### src/rtl/cause_pkg.sv
package cause_pkg;
  localparam int unsigned DATA_W  = 32;
  localparam int unsigned SWI_N   = 2;
  localparam int unsigned IP_LSB  = 8;
  localparam int unsigned WP_BIT  = 22;
  localparam int unsigned IV_BIT  = 23;
  localparam int unsigned DC_BIT  = 27;
  localparam logic [DATA_W-1:0] BASE_MASK = (DATA_W'(3) << IP_LSB)
                                          | (DATA_W'(1) << WP_BIT)
                                          | (DATA_W'(1) << IV_BIT);
  localparam logic [DATA_W-1:0] DC_MASK = DATA_W'(1) << DC_BIT;
  localparam logic [DATA_W-1:0] WP_MASK = DATA_W'(1) << WP_BIT;
endpackage

### src/rtl/cause_reg.sv
module cause_reg
  import cause_pkg::*;
(
  input  logic              clk_i,
  input  logic              rst_ni,
  input  logic              rev2_i,
  input  logic              rev6_i,
  input  logic              we_i,
  input  logic [DATA_W-1:0] wdata_i,
  output logic [DATA_W-1:0] q_o,
  output logic [DATA_W-1:0] d_o
);
  logic [DATA_W-1:0] wmask;
  logic [DATA_W-1:0] q;

  always_comb begin
    wmask = BASE_MASK;
    if (rev2_i) wmask = wmask | DC_MASK;
    // clear-only flag: a written 1 drops the bit from the mask
    if (rev6_i) wmask = wmask & ~(WP_MASK & wdata_i);
    d_o = we_i ? ((q & ~wmask) | (wdata_i & wmask)) : q;
  end

  always_ff @(posedge clk_i or negedge rst_ni) begin
    if (!rst_ni) q <= '0;
    else         q <= d_o;
  end

  assign q_o = q;
endmodule

### src/rtl/swi_ctrl.sv
module swi_ctrl #(
  parameter int unsigned N = 2
) (
  input  logic         clk_i,
  input  logic         rst_ni,
  input  logic         we_i,
  input  logic [N-1:0] old_i,
  input  logic [N-1:0] new_i,
  output logic [N-1:0] irq_o
);
  for (genvar g = 0; g < N; g++) begin : g_bit
    logic irq_q;
    always_ff @(posedge clk_i or negedge rst_ni) begin
      if (!rst_ni)                          irq_q <= 1'b0;
      else if (we_i && (old_i[g] != new_i[g])) irq_q <= new_i[g];
    end
    assign irq_o[g] = irq_q;
  end
endmodule

### src/rtl/count_reg.sv
module count_reg #(
  parameter int unsigned W = 32
) (
  input  logic         clk_i,
  input  logic         rst_ni,
  input  logic         stop_i,
  input  logic         we_i,
  input  logic [W-1:0] wdata_i,
  output logic [W-1:0] q_o
);
  logic [W-1:0] q;

  always_ff @(posedge clk_i or negedge rst_ni) begin
    if (!rst_ni)     q <= '0;
    else if (we_i)   q <= wdata_i;
    else if (!stop_i) q <= q + W'(1);
  end

  assign q_o = q;
endmodule

### src/rtl/cause_count_top.sv
module cause_count_top
  import cause_pkg::*;
#(
  parameter int unsigned CNT_W = 32
) (
  input  logic              clk_i,
  input  logic              rst_ni,
  input  logic              rev2_i,
  input  logic              rev6_i,
  input  logic              cause_we_i,
  input  logic [DATA_W-1:0] cause_wdata_i,
  input  logic              count_we_i,
  input  logic [CNT_W-1:0]  count_wdata_i,
  output logic [DATA_W-1:0] cause_o,
  output logic [SWI_N-1:0]  swi_o,
  output logic [CNT_W-1:0]  count_o
);
  logic [DATA_W-1:0] cause_q, cause_d;

  cause_reg i_cause (
    .clk_i   (clk_i),
    .rst_ni  (rst_ni),
    .rev2_i  (rev2_i),
    .rev6_i  (rev6_i),
    .we_i    (cause_we_i),
    .wdata_i (cause_wdata_i),
    .q_o     (cause_q),
    .d_o     (cause_d)
  );

  swi_ctrl #(.N(SWI_N)) i_swi (
    .clk_i  (clk_i),
    .rst_ni (rst_ni),
    .we_i   (cause_we_i),
    .old_i  (cause_q[IP_LSB +: SWI_N]),
    .new_i  (cause_d[IP_LSB +: SWI_N]),
    .irq_o  (swi_o)
  );

  count_reg #(.W(CNT_W)) i_count (
    .clk_i   (clk_i),
    .rst_ni  (rst_ni),
    .stop_i  (cause_q[DC_BIT]),
    .we_i    (count_we_i),
    .wdata_i (count_wdata_i),
    .q_o     (count_o)
  );

  assign cause_o = cause_q;
endmodule

### config.mk
export PLATFORM = sky130hd
export DESIGN_NAME = cause_count_top
export DESIGN_NICKNAME = d
export VERILOG_FILES = /design/src/rtl/cause_pkg.sv /design/src/rtl/cause_reg.sv /design/src/rtl/swi_ctrl.sv /design/src/rtl/count_reg.sv /design/src/rtl/cause_count_top.sv
export SDC_FILE = /design/constraint.sdc
export NUM_CORES = 1
export LEC_CHECK = 0
export BUFFER_PORTS_ARGS = -buffer_cell sky130_fd_sc_hd__buf_2
export CORE_MARGIN = 3
export CORE_UTILIZATION = 46
export CTS_CLUSTER_SIZE = 20
export DETAILED_ROUTE_END_ITERATION = 7
export HOLD_SLACK_MARGIN = 0.03
export PLACE_DENSITY = 0.82
export SLEW_MARGIN = 20
export SYNTH_ARGS = -nofsm -noshare
export SYNTH_HDL_FRONTEND = slang
export SYNTH_HIERARCHICAL = 1
export SYNTH_SLANG_ARGS = --single-unit
### constraint.sdc
create_clock -name clk_i -period 2.79 [get_ports clk_i]
set_clock_uncertainty 0.05 [all_clocks]
set_input_delay 0.4185 -clock clk_i [delete_from_list [all_inputs] [get_ports clk_i]]
set_output_delay 0.4185 -clock clk_i [all_outputs]
set_load 0.005 [all_outputs]
# == Yosys cells after proc, flatten, opt, wreduce, memory -nomap -nowiden ==
# Index checks and enable logic that the tools add are counted.
# word_totals
ff_bits,66
in_bits,70
output_inout_bits,66
wordCells,22
# classes
addsub,1
eq_ne,3
muxes,5
n_bitwise,6
reduce_logical,2
# op_table
cell,count
AND 32 bit,3
two-way mux 32 bit,3
"adder 32 x 1 -> 32 bit, second input constant",1
inverter 23 -> 32 bit,1
inverter 32 bit,1
OR 32 bit,1
two-way mux 28 bit,1
two-way mux 10 bit,1
logical AND 1 bit,2
!= test 1 bit,2
"!= test 2 bit, second input constant",1

# == Longest topological paths before layout ==
# logic_depth
depth_word,9
ltp_mapped,6
ltp_nobuf,5

# == Hierarchy ==
# The synthesis kept the hierarchy.
# modules_own_cells
mod,instances,cells_per_inst,area_each_um2,seq_area_each_um2
count_reg,1,217,1908.1,800.8
cause_reg,1,68,608.1,125.1
swi_ctrl,1,14,115.1,50.0

# == Worst setup path after synthesis ==
# OpenSTA, ideal clock, no wires.
# synth_path
path_kind,reg2reg
from,"register i_count.q[0], in the netlist i_count/q_o[0]"
to,"register i_count.q[18], in the netlist i_count/q_o[18]"
setup_ps,82
arrival_ps,1920
required_time_ps,2658
path_slack_ps,738
stages_incl_launch_ff,7
n_path_buf,1
synth_period_minus_slack_ps,2052
cell_sequence,dfrtp_1 > ha_1 > nand4b_1 > or3_1 > buf_2 > or4_1 > a31oi_1
# synth_via
elab_chain_len,3
# synth_lines
item,line,rtl
start: declaration,count_reg.sv:11,logic [W-1:0] q;
start signal: assignment,count_reg.sv:15,else if (we_i) q <= wdata_i;
start signal: assignment,count_reg.sv:16,else if (!stop_i) q <= q + W'(1);
adder 32 x 1 -> 32 bit,count_reg.sv:16,
two-way mux 32 bit,count_reg.sv:16,
two-way mux 32 bit,count_reg.sv:15,
# No other way between the ends. The select of a mux whose other input is x is not followed.
# A chain may end at the register's enable or synchronous reset.

# == Worst setup path after layout ==
# layout_path
from,"register i_count.q[3], in the netlist i_count/q_o[3]"
to,"register i_count.q[30], in the netlist i_count/q_o[30]"
# The elaborated chain is that of the path after synthesis.

==> results.ini <==
[setup_path]
cp_max_fo=15
arrival_ns=2.43
end_kind=register
criticalPathCategory=register to register
worst_ep_required_time_ns=2.96
critPathLaunchType=register

[detailed_routing]
drc=0
via_per_inst=5.227
first_pass_iters=4
ant_nets=0
wl_per_cell_um=13.06
drt_first_iter_violations=142
via_count=2169
routed_wl_um=5418

[cts]
cts-resized-gates=0
insertion_delay_ns=0.29
clock-root-buffer=clkbuf_8
cts_max_path_buffers=2
clkSinkCount=39
cts_tree=built
post_cts_buffers=0
htree_levels=2
holdBufCountCts=0
clkTransAtPathRegs_ns=0.08
cts_buffers=5

[finish]
post-route-util=0.5847
area_growth_pct=18.24
seq_area_sq_um=975.9
layoutNonFillerInstCount=415
fill_cells=451
antenna_cells=0
post_route_cells_drive_above_1_share=0.2989
multiInputGateArea_sq_um=1240
nets=419
fin_area_sq_um=2872

[floorplan]
dieArea_sq_um=6187
start_util=0.4945
die_y_um=78.66
ios=136
die_width_um=78.66
core-area_sq_um=4911
fp-row-count=25

[power]
ir_worst_vdd_mv=0.4431
power_density_nw_per_um2=502.9
power_mw=1.444
leakagePower_nw=1.285

[timing]
max_clock_freq_mhz=442.3
slew_headroom=0.4147
finalCritPeriodShare=0.8104
tns_ns=0
hold_viol_final=0
setup_viol=0
worstMarginPinSlew_ns=0.8780
rsz0062_at_grt=no
finalWorstPathRequiredPeriod_ns=2.261
finalMaxSlewViolations=0

[global_routing]
grt_pass1_wl_um=8963
grt_pass1_vias=1981
grt_max_degree=40
overflow=0
grt_antenna_before_repair=0
grt_use_total=0.1772

[synthesis]
syn_area_sq_um=2429
syn_inst=272
syn_area_per_cell_sq_um=8.929
yosys_warnings=6

[placement]
placedInstanceArea_sq_um=2765
gp_congestion=0.8323
portBuffers=81
dpl.cell_count=408
dpl.hpwl_um=4077

[hold_path]
hp-class=primary input to asynchronous set/reset pin

[run]
cap_violations=0

[run_status]
status=completed

per-stage QoR:
stage	hold slack (ns)	setup WS, ns
after detailed placement	0.4520	0.5424
after floorplan	0.07291	0.7378
after global placement	0.4373	0.6136
final	0.1894	0.5289
after global routing	0.2469	0.4062
after CTS	0.2133	0.4984
flip-flops by register name (all words and copies together), names as in the netlist:
register and cells:
i_cause/q_o 5, i_count/q_o 32, i_swi/g_bit.irq_q 2
metal layers:
layer / GRT usage / routed length, um / vias to the layer above / part of all wire
met1: 0.2288 / 2289 / 1012 / 0.42
li1: - / - / 1072 / -
met4: 0.03846 / 48 / 0 / 0.0089
met2: 0.2937 / 2607 / 80 / 0.48
met3: 0.05161 / 473 / 5 / 0.087
met5: 0 / 0 / - / 0
report_power, final:
part           internal, mW  switching, mW  total [mW]
sequential            0.625         0.0898       0.715
clock                 0.261          0.195       0.456
combinational         0.139          0.134       0.273
total                  1.03          0.418        1.44
path summary, 6_finish.rpt:
path	cells after the start	slack [ns]	to	from
setup / recovery	4	0.53	i_count/q_o[30]$_DFFE_PN0P_	i_count/q_o[3]$_DFFE_PN0P_
hold reg to reg	1	0.47	i_cause/q_o[23]$_DFF_PN0_	i_cause/q_o[23]$_DFF_PN0_
hold / removal	1	0.19	i_count/q_o[28]$_DFFE_PN0P_	rst_ni
max in group asynchronous	1	1.94	i_count/q_o[13]$_DFFE_PN0P_	rst_ni
setup reg to reg	4	0.53	i_count/q_o[30]$_DFFE_PN0P_	i_count/q_o[3]$_DFFE_PN0P_
min in group clk_i	3	0.28	i_count/q_o[0]$_DFFE_PN0P_	count_wdata_i[0]
cells in the final DEF, fill, tap and decap left out, drive strengths merged, types with 11 or more instances in the layout:
| cell type | n |
|---|---|
| nor2 | 20 |
| buf | 84 |
| o31ai | 13 |
| nand2 | 27 |
| conb | 27 |
| dfrtp | 39 |
| a31oi | 15 |
| o21ai | 18 |
| xnor2 | 11 |
| or4 | 15 |
area by class of cell:
class                           instances  share of cell area
Sequential cell                        39              0.3399
Multi-Input combinational cell        208              0.4318
Clock inverter                          2             0.01307
Timing Repair Buffer                   84              0.1490
Tap cell                               67             0.02919
Inverter                               10             0.01307
Clock buffer                            5             0.02397
worst max-delay path, stage by stage, from the launching register on:
cell     delay [ns]
dfrtp_1        0.46
nand4_1        0.28
or3_1          0.67
or4_1          0.56
a31oi_1        0.16
No activity file was read; power rests on OpenSTA's default activity.
